File: config.mk
export PLATFORM = sky130hd
export DESIGN_NAME = twi_reg_slave
export DESIGN_NICKNAME = d
export VERILOG_FILES = /design/src/rtl/twi_reg_slave.sv
export SDC_FILE = /design/constraint.sdc
export NUM_CORES = 1
export LEC_CHECK = 0
export BUFFER_PORTS_ARGS = -buffer_cell sky130_fd_sc_hd__buf_2
export CORE_MARGIN = 8
export CORE_UTILIZATION = 45
export DETAILED_ROUTE_END_ITERATION = 16
export HOLD_SLACK_MARGIN = 0.15
export PLACE_DENSITY = 0.75
export SLEW_MARGIN = 25
export SYNTH_ARGS = -nofsm -noshare
export SYNTH_HDL_FRONTEND = slang
export SYNTH_SLANG_ARGS = --single-unit
File: constraint.sdc
create_clock -name clk -period 5.1 [get_ports clk]
set_clock_uncertainty 0.15 [all_clocks]
set_input_delay 0.255 -clock clk [delete_from_list [all_inputs] [get_ports clk]]
set_output_delay 0.255 -clock clk [all_outputs]
set_load 0.05 [all_outputs]
File: src/rtl/twi_reg_slave.sv
module twi_reg_slave #(
  parameter logic [3:0] TYPE_LO = 4'b1000,
  parameter logic [3:0] TYPE_HI = 4'b1100
) (
  input  logic       clk,
  input  logic       rst_n,
  input  logic       scl_in,
  input  logic       sda_in,
  output logic       sda_oe,
  input  logic [2:0] addr_pins,
  input  logic       type_sel,
  output logic [7:0] reg_addr,
  output logic [7:0] reg_wdata,
  output logic       reg_wr_en,
  output logic       reg_rd_en,
  input  logic [7:0] reg_rdata
);
  typedef enum logic [2:0] {S_IDLE, S_RX, S_ACK, S_TX, S_MACK} st_t;
  typedef enum logic [1:0] {B_DEV, B_REG, B_DATA} kind_t;

  logic [1:0] scl_sync, sda_sync;
  logic [2:0] scl_win, sda_win;
  logic       scl_f, sda_f, scl_d, sda_d;

  always_ff @(posedge clk or negedge rst_n) begin
    if (!rst_n) begin
      scl_sync <= '1;
      sda_sync <= '1;
      scl_win  <= '1;
      sda_win  <= '1;
      scl_f    <= 1'b1;
      sda_f    <= 1'b1;
      scl_d    <= 1'b1;
      sda_d    <= 1'b1;
    end else begin
      scl_sync <= {scl_sync[0], scl_in};
      sda_sync <= {sda_sync[0], sda_in};
      scl_win  <= {scl_win[1:0], scl_sync[1]};
      sda_win  <= {sda_win[1:0], sda_sync[1]};
      scl_f    <= (scl_win[0] & scl_win[1]) | (scl_win[0] & scl_win[2]) | (scl_win[1] & scl_win[2]);
      sda_f    <= (sda_win[0] & sda_win[1]) | (sda_win[0] & sda_win[2]) | (sda_win[1] & sda_win[2]);
      scl_d    <= scl_f;
      sda_d    <= sda_f;
    end
  end

  wire scl_rise = scl_f & ~scl_d;
  wire scl_fall = ~scl_f & scl_d;
  wire start_c  = scl_f & scl_d & sda_d & ~sda_f;
  wire stop_c   = scl_f & scl_d & ~sda_d & sda_f;

  st_t        st;
  kind_t      kind;
  logic       rw, mack_ok;
  logic [3:0] cnt;
  logic [7:0] sh, tx, ptr;

  wire [3:0] want_type = type_sel ? TYPE_HI : TYPE_LO;
  wire       id_ok     = (sh[7:4] == want_type) && (sh[3:1] == addr_pins);

  assign reg_addr  = ptr;
  assign reg_wdata = sh;
  assign reg_wr_en = (st == S_ACK) && (kind == B_DATA) && !rw && scl_rise && !start_c && !stop_c;
  assign reg_rd_en = scl_fall && (((st == S_ACK) && (kind == B_DEV) && rw) ||
                                  ((st == S_MACK) && mack_ok));

  always_ff @(posedge clk or negedge rst_n) begin
    if (!rst_n) begin
      st      <= S_IDLE;
      kind    <= B_DEV;
      rw      <= 1'b0;
      mack_ok <= 1'b0;
      cnt     <= '0;
      sh      <= '0;
      tx      <= '0;
      ptr     <= '0;
      sda_oe  <= 1'b0;
    end else if (start_c) begin
      st     <= S_RX;
      kind   <= B_DEV;
      cnt    <= '0;
      sda_oe <= 1'b0;
    end else if (stop_c) begin
      st     <= S_IDLE;
      sda_oe <= 1'b0;
    end else begin
      case (st)
        S_RX: begin
          if (scl_rise && cnt < 4'd8) begin
            sh  <= {sh[6:0], sda_f};
            cnt <= cnt + 4'd1;
          end
          if (scl_fall && cnt == 4'd8) begin
            case (kind)
              B_DEV: begin
                if (id_ok) begin
                  rw     <= sh[0];
                  st     <= S_ACK;
                  sda_oe <= 1'b1;
                end else begin
                  st <= S_IDLE;
                end
              end
              B_REG: begin
                ptr    <= sh;
                st     <= S_ACK;
                sda_oe <= 1'b1;
              end
              default: begin
                st     <= S_ACK;
                sda_oe <= 1'b1;
              end
            endcase
          end
        end
        S_ACK: begin
          if (scl_fall) begin
            cnt <= '0;
            if (kind == B_DEV && rw) begin
              tx     <= reg_rdata;
              sda_oe <= ~reg_rdata[7];
              st     <= S_TX;
            end else begin
              sda_oe <= 1'b0;
              st     <= S_RX;
              kind   <= (kind == B_DEV) ? B_REG : B_DATA;
              if (kind == B_DATA) ptr <= ptr + 8'd1;
            end
          end
        end
        S_TX: begin
          if (scl_fall) begin
            if (cnt == 4'd7) begin
              st     <= S_MACK;
              sda_oe <= 1'b0;
              ptr    <= ptr + 8'd1;
            end else begin
              tx     <= {tx[6:0], 1'b0};
              sda_oe <= ~tx[6];
              cnt    <= cnt + 4'd1;
            end
          end
        end
        S_MACK: begin
          if (scl_rise) mack_ok <= ~sda_f;
          if (scl_fall) begin
            if (mack_ok) begin
              tx     <= reg_rdata;
              sda_oe <= ~reg_rdata[7];
              cnt    <= '0;
              st     <= S_TX;
            end else begin
              st <= S_IDLE;
            end
          end
        end
        default: ;
      endcase
    end
  end
endmodule

## Word-level counts from Yosys, hierarchy flattened

Cells that the tools add are included.
Widths: inputs -> output; s select.

| operators by class | value |
|---|---|
| $add $sub $neg | 2 |
| multiply operators | 0 |
| divide/modulo/power cells | 0 |
| order comparisons | 1 |
| eq/ne operators | 36 |
| shift operators | 0 |
| muxes and demuxes | 55 |
| bitwise logic cells | 25 |
| reduce and logical (&&, ||, !) cells | 33 |

Operator list:

| cell | number |
|---|---|
| $mux 8 | 7 |
| $mux 7 | 6 |
| $mux 4 | 8 |
| $mux 3 | 9 |
| $ne 4x4->1 const B | 6 |
| $pmux 8 s3 | 1 |
| $pmux 7 s3 | 1 |
| $ne 2x2->1 const B | 10 |
| $mux 2 | 9 |
| $ne 3x3->1 const B | 6 |
| $pmux 4 s4 | 1 |
| $and 1x1->1 | 13 |
| $logic_and 1x1->1 | 13 |
| $pmux 3 s4 | 1 |
| $reduce_and 4->1 | 3 |
| $reduce_and 6->1 | 2 |
| $mux 1 | 11 |
| $reduce_and 10->1 | 1 |
| $reduce_and 9->1 | 1 |
| $add 8x1->8 const B | 1 |
| $not 1->1 | 8 |
| $reduce_and 8->1 | 1 |
| $reduce_and 7->1 | 1 |
| $eq 3x2->1 const B | 2 |
| 21 further kinds | 30 |

| word-level totals | value |
|---|---|
| flip-flop bits (word level) | 49 |
| latch bits | 0 |
| bits in writable memories | 0 |
| ROM bits | 0 |
| input port bits | 16 |
| output and inout port bits | 19 |
| logic and storage cells | 169 |
| memories kept | 0 |

## Longest topological paths before layout

| logic depth | value |
|---|---|
| depth after elaboration | 9 |
| gate-level depth with buffers | 8 |
| gate-level depth less buffers | 7 |

## Worst setup path before layout

No wires, ideal clock.

| timing path | value |
|---|---|
| path kind | flip-flop to output port |
| start point | register scl_f |
| end point | output port reg_wr_en |
| arrival | 2.358 ns |
| data required time | 4.695 ns |
| path slack | 2.337 ns |
| cell stages (with the launch flop) | 5 |
| path buffers | 1 |
| path through | dfstp_2 > buf_4 > nand2b_1 > or4b_2 > nor3_1 |

| on the way | value |
|---|---|
| longest elaborated chain between the ends | 6 |
| elaborated cells on any way between the ends | 11 |
| classes of those cells | 6 x bitwise; 5 x reduce/logical |

Ends and longest elaborated chain:

| element | RTL line | RTL |
|---|---|---|
| from (decl) | 23 | `logic scl_f, sda_f, scl_d, sda_d;` |
| from (signal assigned) | 40 | `scl_f <= (scl_win[0] & scl_win[1]) \| (scl_win[0] & scl_win[2]) \| (scl_win[1] & scl_win[2]);` |
| $and 1x1->1 | 49, 50 |  |
| $and 1x1->1 (2 in series) | 49 | `wire start_c = scl_f & scl_d & sda_d & ~sda_f;` |
| $logic_not 1->1 | 63 | `assign reg_wr_en = (st == S_ACK) && (kind == B_DATA) && !rw && scl_rise && !start_c && !stop_c;` |
| $logic_and 1x1->1 | 63 |  |
| $logic_and 1x1->1 * | 63 |  |
| to (decl) | 14 | `output logic reg_wr_en,` |

Every way passes the cells marked *; elsewhere a longest branch is shown, timed or not.

## Worst setup path after layout

| timing path | value |
|---|---|
| start point | register st[1] |
| end point | register tx[5] |

| on the way | value |
|---|---|
| longest elaborated chain between the ends | 3 |
| elaborated cells on any way between the ends | 12 |
| classes of those cells | 9 x eq/ne; 1 x mux; 2 x reduce/logical |

Ends and longest elaborated chain:

| element | RTL line | RTL |
|---|---|---|
| from (decl) | 52 | `st_t st;` |
| from (signal assigned) | 69 | `st <= S_IDLE;` |
| from (signal assigned) | 79 | `st <= S_RX;` |
| from (signal assigned) | 84 | `st <= S_IDLE;` |
| $eq 3x2->1 / $eq 3x3->1 (equally long branches) | 87 | `case (st)` |
| $ne 2x2->1 (no source line) (tied with other cells) | - |  |
| $reduce_and 9->1 (no source line) | - |  |
| to (signal assigned) | 120 | `tx <= reg_rdata;` |
| to (signal assigned) | 138 | `tx <= {tx[6:0], 1'b0};` |
| to (signal assigned) | 148 | `tx <= reg_rdata;` |
| to (decl) | 56 | `logic [7:0] sh, tx, ptr;` |

Parallel ways exist; a longest one is shown, timed or not.
A chain may end at the register's enable or synchronous reset.

==> run summary <==
Reg2reg setup slack: 2470 ps. The number of hold buffers added after CTS was 10. Routability-driven placement finished with a final weighted congestion of 0.900. The final critical-path share of the clock period was 0.516; the clock tree buffer depth was 2. The run gives 0 ps as the setup TNS.

For the total half-perimeter wirelength after legalization and detailed placement, the log shows 4.19 mm. TritonCTS built the clock tree. The total nets after synthesis came out at 277. The slowest stage of the critical path belongs to the cell sky130_fd_sc_hd__o221ai_1.

Data arrives at the worst endpoint at 2640 ps. The overall die area was 8360 sq um. The sequential area share after synthesis is 0.486, and the mean cell area of the mapped netlist is 9.92 sq um. In this run the worst hold path is classified as reg2reg.

Static timing analysis puts the maximum clock frequency at 380 MHz. In this run the cell area of the synthesized design comes to 2560 sq um. The standard-cell row count is 27, and the final critical delay including setup and external delays is 2630 ps. The die is 91.4 um wide. From bottom edge to top edge, the die measures 91.4 um. The maximum net fanout on the critical path is 20, and the net switching power figure is 728 uW.

The run gives 32 as the maximum number of pins on one net before global-route repair. The maximum vdd ir drop was 341 uV; the max-slew violation count was 0. The run gives 315 as the final net count.

For this run, the detailed router's first-pass iteration total came to 4. STA classifies the critical path startpoint as a flop. For the pin with the worst max-slew slack, the measured transition is 859 ps. The fraction of registers with async set/reset was 1.00; the later-pin clock latency in the skew report was 310 ps. The worst setup path is of the reg2reg kind.

The total vias in the final route was 2156; the antenna diode count was 0. The Yosys step of the flow raised 0 warnings. After synthesis, the netlist uses 58 different library cells.

Minimum setup slack in the final design: 2470 ps. The logs give 2150 for the number of global-route vias before repair and 0.166 for the clock power share. Traced cell by cell, the critical path runs through nor2b_2, a21oi_1, o221ai_1, o21ai_0.

The effective utilization at floorplan was 0.465. For the endpoint required time on the critical path, the log shows 5110 ps. The tree is rooted in a sky130_fd_sc_hd__clkbuf_8. The number of gates resized after CTS was 0. The dominant cell type by area after synthesis is sky130_fd_sc_hd__dfrtp_1. The endpoint class of the critical path is a flop.

Setup repair after global routing left no endpoint under its margin. In this run the cell area measured after placement is 2770 sq um. The detailed router finished its first iteration with 203 violations. The delay of the slowest cell on the worst path works out to 710 ps. Top-level port count: 35. The core region is 5510 sq um. The global-route wire length before repair came out at 10.4 mm.

Count of unresolved DRC violations after routing: 0. Counting the buffers created by CTS gives 5. In this run the static leakage power is 0.00128 uW. Together, buffers and inverters on the worst path number 0.

The area fraction of the dominant cell type after synthesis is 0.342, and the remaining max-slew budget at the tightest pin is 0.428. The initial antenna violation count was 0. The switching portion of total power is 0.451. The tools report the level count of the clock H-tree as 2. The number of setup buffers added after CTS is 0.

The run gives 0 as the total global routing overflow. The layout-stage area growth over the synthesis result is 16.6%, and the cell area after layout is 2980 sq um. The portion of total power attributed to sequential cells is 0.418, and the synthesized flop and latch total is 49. Combinational power share: 0.416.

The placement-stage worst setup slack came out at 2480 ps. Cell internal power was estimated by the tool at 885 uW. The flow ran to the end, and the final reports show no timing, DRC or antenna violations. The tools report the hold violation count in the final report as 0.

By area the synthesized netlist is led by sky130_fd_sc_hd__dfrtp_1 34%, sky130_fd_sc_hd__dfstp_2 14%, sky130_fd_sc_hd__mux2_2 4.4%. The fraction of layout cells with a size suffix above 1 is 0.239, and the count of endpoints failing setup in the final report is 0. In this run the remaining antenna-violating nets after routing total 0.

Clock-pin slew was measured on the worst setup and hold paths at 90 ps. The vias per cell works out to 5.84. The synthesized design contains 0 enable-type register cells. In this run the tool buffered the top-level ports with 34 buffer cells. The power per cell area was 540 nW/um^2; the average detailed-routed wire length per instance was 16.0 um. Across the run, the number of max-cap violations was 0. The global-route usage over all layers was 0.149; the number of sinks driven by the clock tree was 49.

The most used flip-flop cell after synthesis is sky130_fd_sc_hd__dfrtp_1. Largest delay contributor family on the critical path: compound AO/OA/AOI/OAI gates. The tools report the synthesized instance count as 258. Total routed wirelength: 5.90 mm.
==> placed cells by master (no fill, tap or decap), types with 6 or more instances in the layout <==
master,count
sky130_fd_sc_hd__dfrtp_1,35
sky130_fd_sc_hd__a31oi_1,6
sky130_fd_sc_hd__inv_1,7
sky130_fd_sc_hd__dfstp_2,14
sky130_fd_sc_hd__nand3_1,8
sky130_fd_sc_hd__o21ai_0,18
sky130_fd_sc_hd__buf_2,34
sky130_fd_sc_hd__nor2_1,18
sky130_fd_sc_hd__nand2_1,25
sky130_fd_sc_hd__mux2_2,10
sky130_fd_sc_hd__mux2i_1,9
sky130_fd_sc_hd__a21oi_1,14
sky130_fd_sc_hd__o22ai_1,6
sky130_fd_sc_hd__clkbuf_8,6
sky130_fd_sc_hd__dlygate4sd3_1,10
==> area by class of cell <==
class,count,area (sq um)
clock buffers,8,111
fillers,495,2520
inverters,7,26.3
multi-input cells,188,1220
flip-flops and latches,49,1240
well taps,72,90.1
repair buffers,45,290
==> through the flow <==
stage | util | instances | hold slack [ps] | total power (uW)
after global placement | 0.499 | 350 | 196 | 1320
after detailed placement | 0.504 | 351 | 89.0 | 1340
after floorplan | - | 258 | -191 | 1170
after global routing | 0.542 | 369 | 212 | 1720
after CTS | 0.542 | 369 | 210 | 1620
final | 0.542 | 369 | 210 | 1610
==> routing by layer <==
| metal | routed length (um) | share of wire | GRT usage | up-vias |
|---|---|---|---|---|
| met5 | 0 | 0 | 0 | - |
| met4 | 96 | 0.016 | 0.0587 | 0 |
| met3 | 382 | 0.065 | 0.0387 | 10 |
| met2 | 2710 | 0.46 | 0.223 | 85 |
| met1 | 2720 | 0.46 | 0.199 | 1048 |
| li1 | - | - | - | 1013 |
==> state kept, by name, summed over array words and instances, names as in the netlist, 2 cells and up <==
name	count
reg_wdata	8
st	3
sda_sync	2
sda_win	3
scl_sync	2
kind	2
cnt	4
reg_addr	8
tx	7
scl_win	3
==> worst register-to-register path, delay by kind of cell (launching register included) <==
family | cells | cell delay (ps)
flip-flops | 1 | 600
AND/OR/NAND/NOR | 1 | 690
AO/OA/AOI/OAI | 3 | 1050
==> path summary, 6_finish.rpt <==
| path | start | end | depth (start not counted) |
|---|---|---|---|
| setup / recovery | st[1] | tx[5] | 4 |
| hold / removal | scl_sync[0] | scl_sync[1] | 0 |
| setup reg to reg | st[1] | tx[5] | 4 |
| hold reg to reg | scl_sync[0] | scl_sync[1] | 0 |
| max in group asynchronous | rst_n | sda_win[1] | 3 |
| min in group asynchronous | rst_n | tx[3] | 2 |
==> power groups by stage <==
stage / registers, uW / logic, uW / clock network (uW)
after CTS: 671 / 676 / 274
final: 674 / 671 / 268
after detailed placement: 677 / 666 / 0
after global routing: 700 / 736 / 288
after floorplan: 819 / 352 / 0
after global placement: 669 / 648 / 0
==> cells in the mapped netlist (2+ instances only) <==
cell type and number:
sky130_fd_sc_hd__o21ai_0 18, sky130_fd_sc_hd__o22ai_1 6, sky130_fd_sc_hd__a21oi_1 14, sky130_fd_sc_hd__nor3_1 5, sky130_fd_sc_hd__ha_1 3, sky130_fd_sc_hd__buf_2 5
sky130_fd_sc_hd__dfstp_2 14, sky130_fd_sc_hd__clkbuf_1 7, sky130_fd_sc_hd__o21bai_1 2, sky130_fd_sc_hd__nand3b_1 4, sky130_fd_sc_hd__inv_1 7, sky130_fd_sc_hd__and3b_1 3
sky130_fd_sc_hd__mux2i_1 9, sky130_fd_sc_hd__nand2b_1 5, sky130_fd_sc_hd__nor2_1 18, sky130_fd_sc_hd__nand2_1 25, sky130_fd_sc_hd__mux2_2 10, sky130_fd_sc_hd__nand4_1 3
sky130_fd_sc_hd__nand3_1 8, sky130_fd_sc_hd__nor3b_1 4, sky130_fd_sc_hd__nor2b_1 6, sky130_fd_sc_hd__a31oi_1 6, sky130_fd_sc_hd__xor2_1 4, sky130_fd_sc_hd__maj3_1 2
sky130_fd_sc_hd__xnor2_1 2, sky130_fd_sc_hd__dfrtp_1 35, sky130_fd_sc_hd__o31ai_1 2
==> kinds of logic after synthesis <==
kind of cell | count (synthesis) | share of synthesized area
buffers and inverters | 21 | 0.0376
adder cells (fa/ha/maj) | 5 | 0.0225
multiplexers | 19 | 0.0792
flip-flops | 49 | 0.486
AND/OR/NAND/NOR | 92 | 0.191
XOR/XNOR | 6 | 0.0205
AO/OA/AOI/OAI | 66 | 0.164
(Power assumes the default switching activity.)
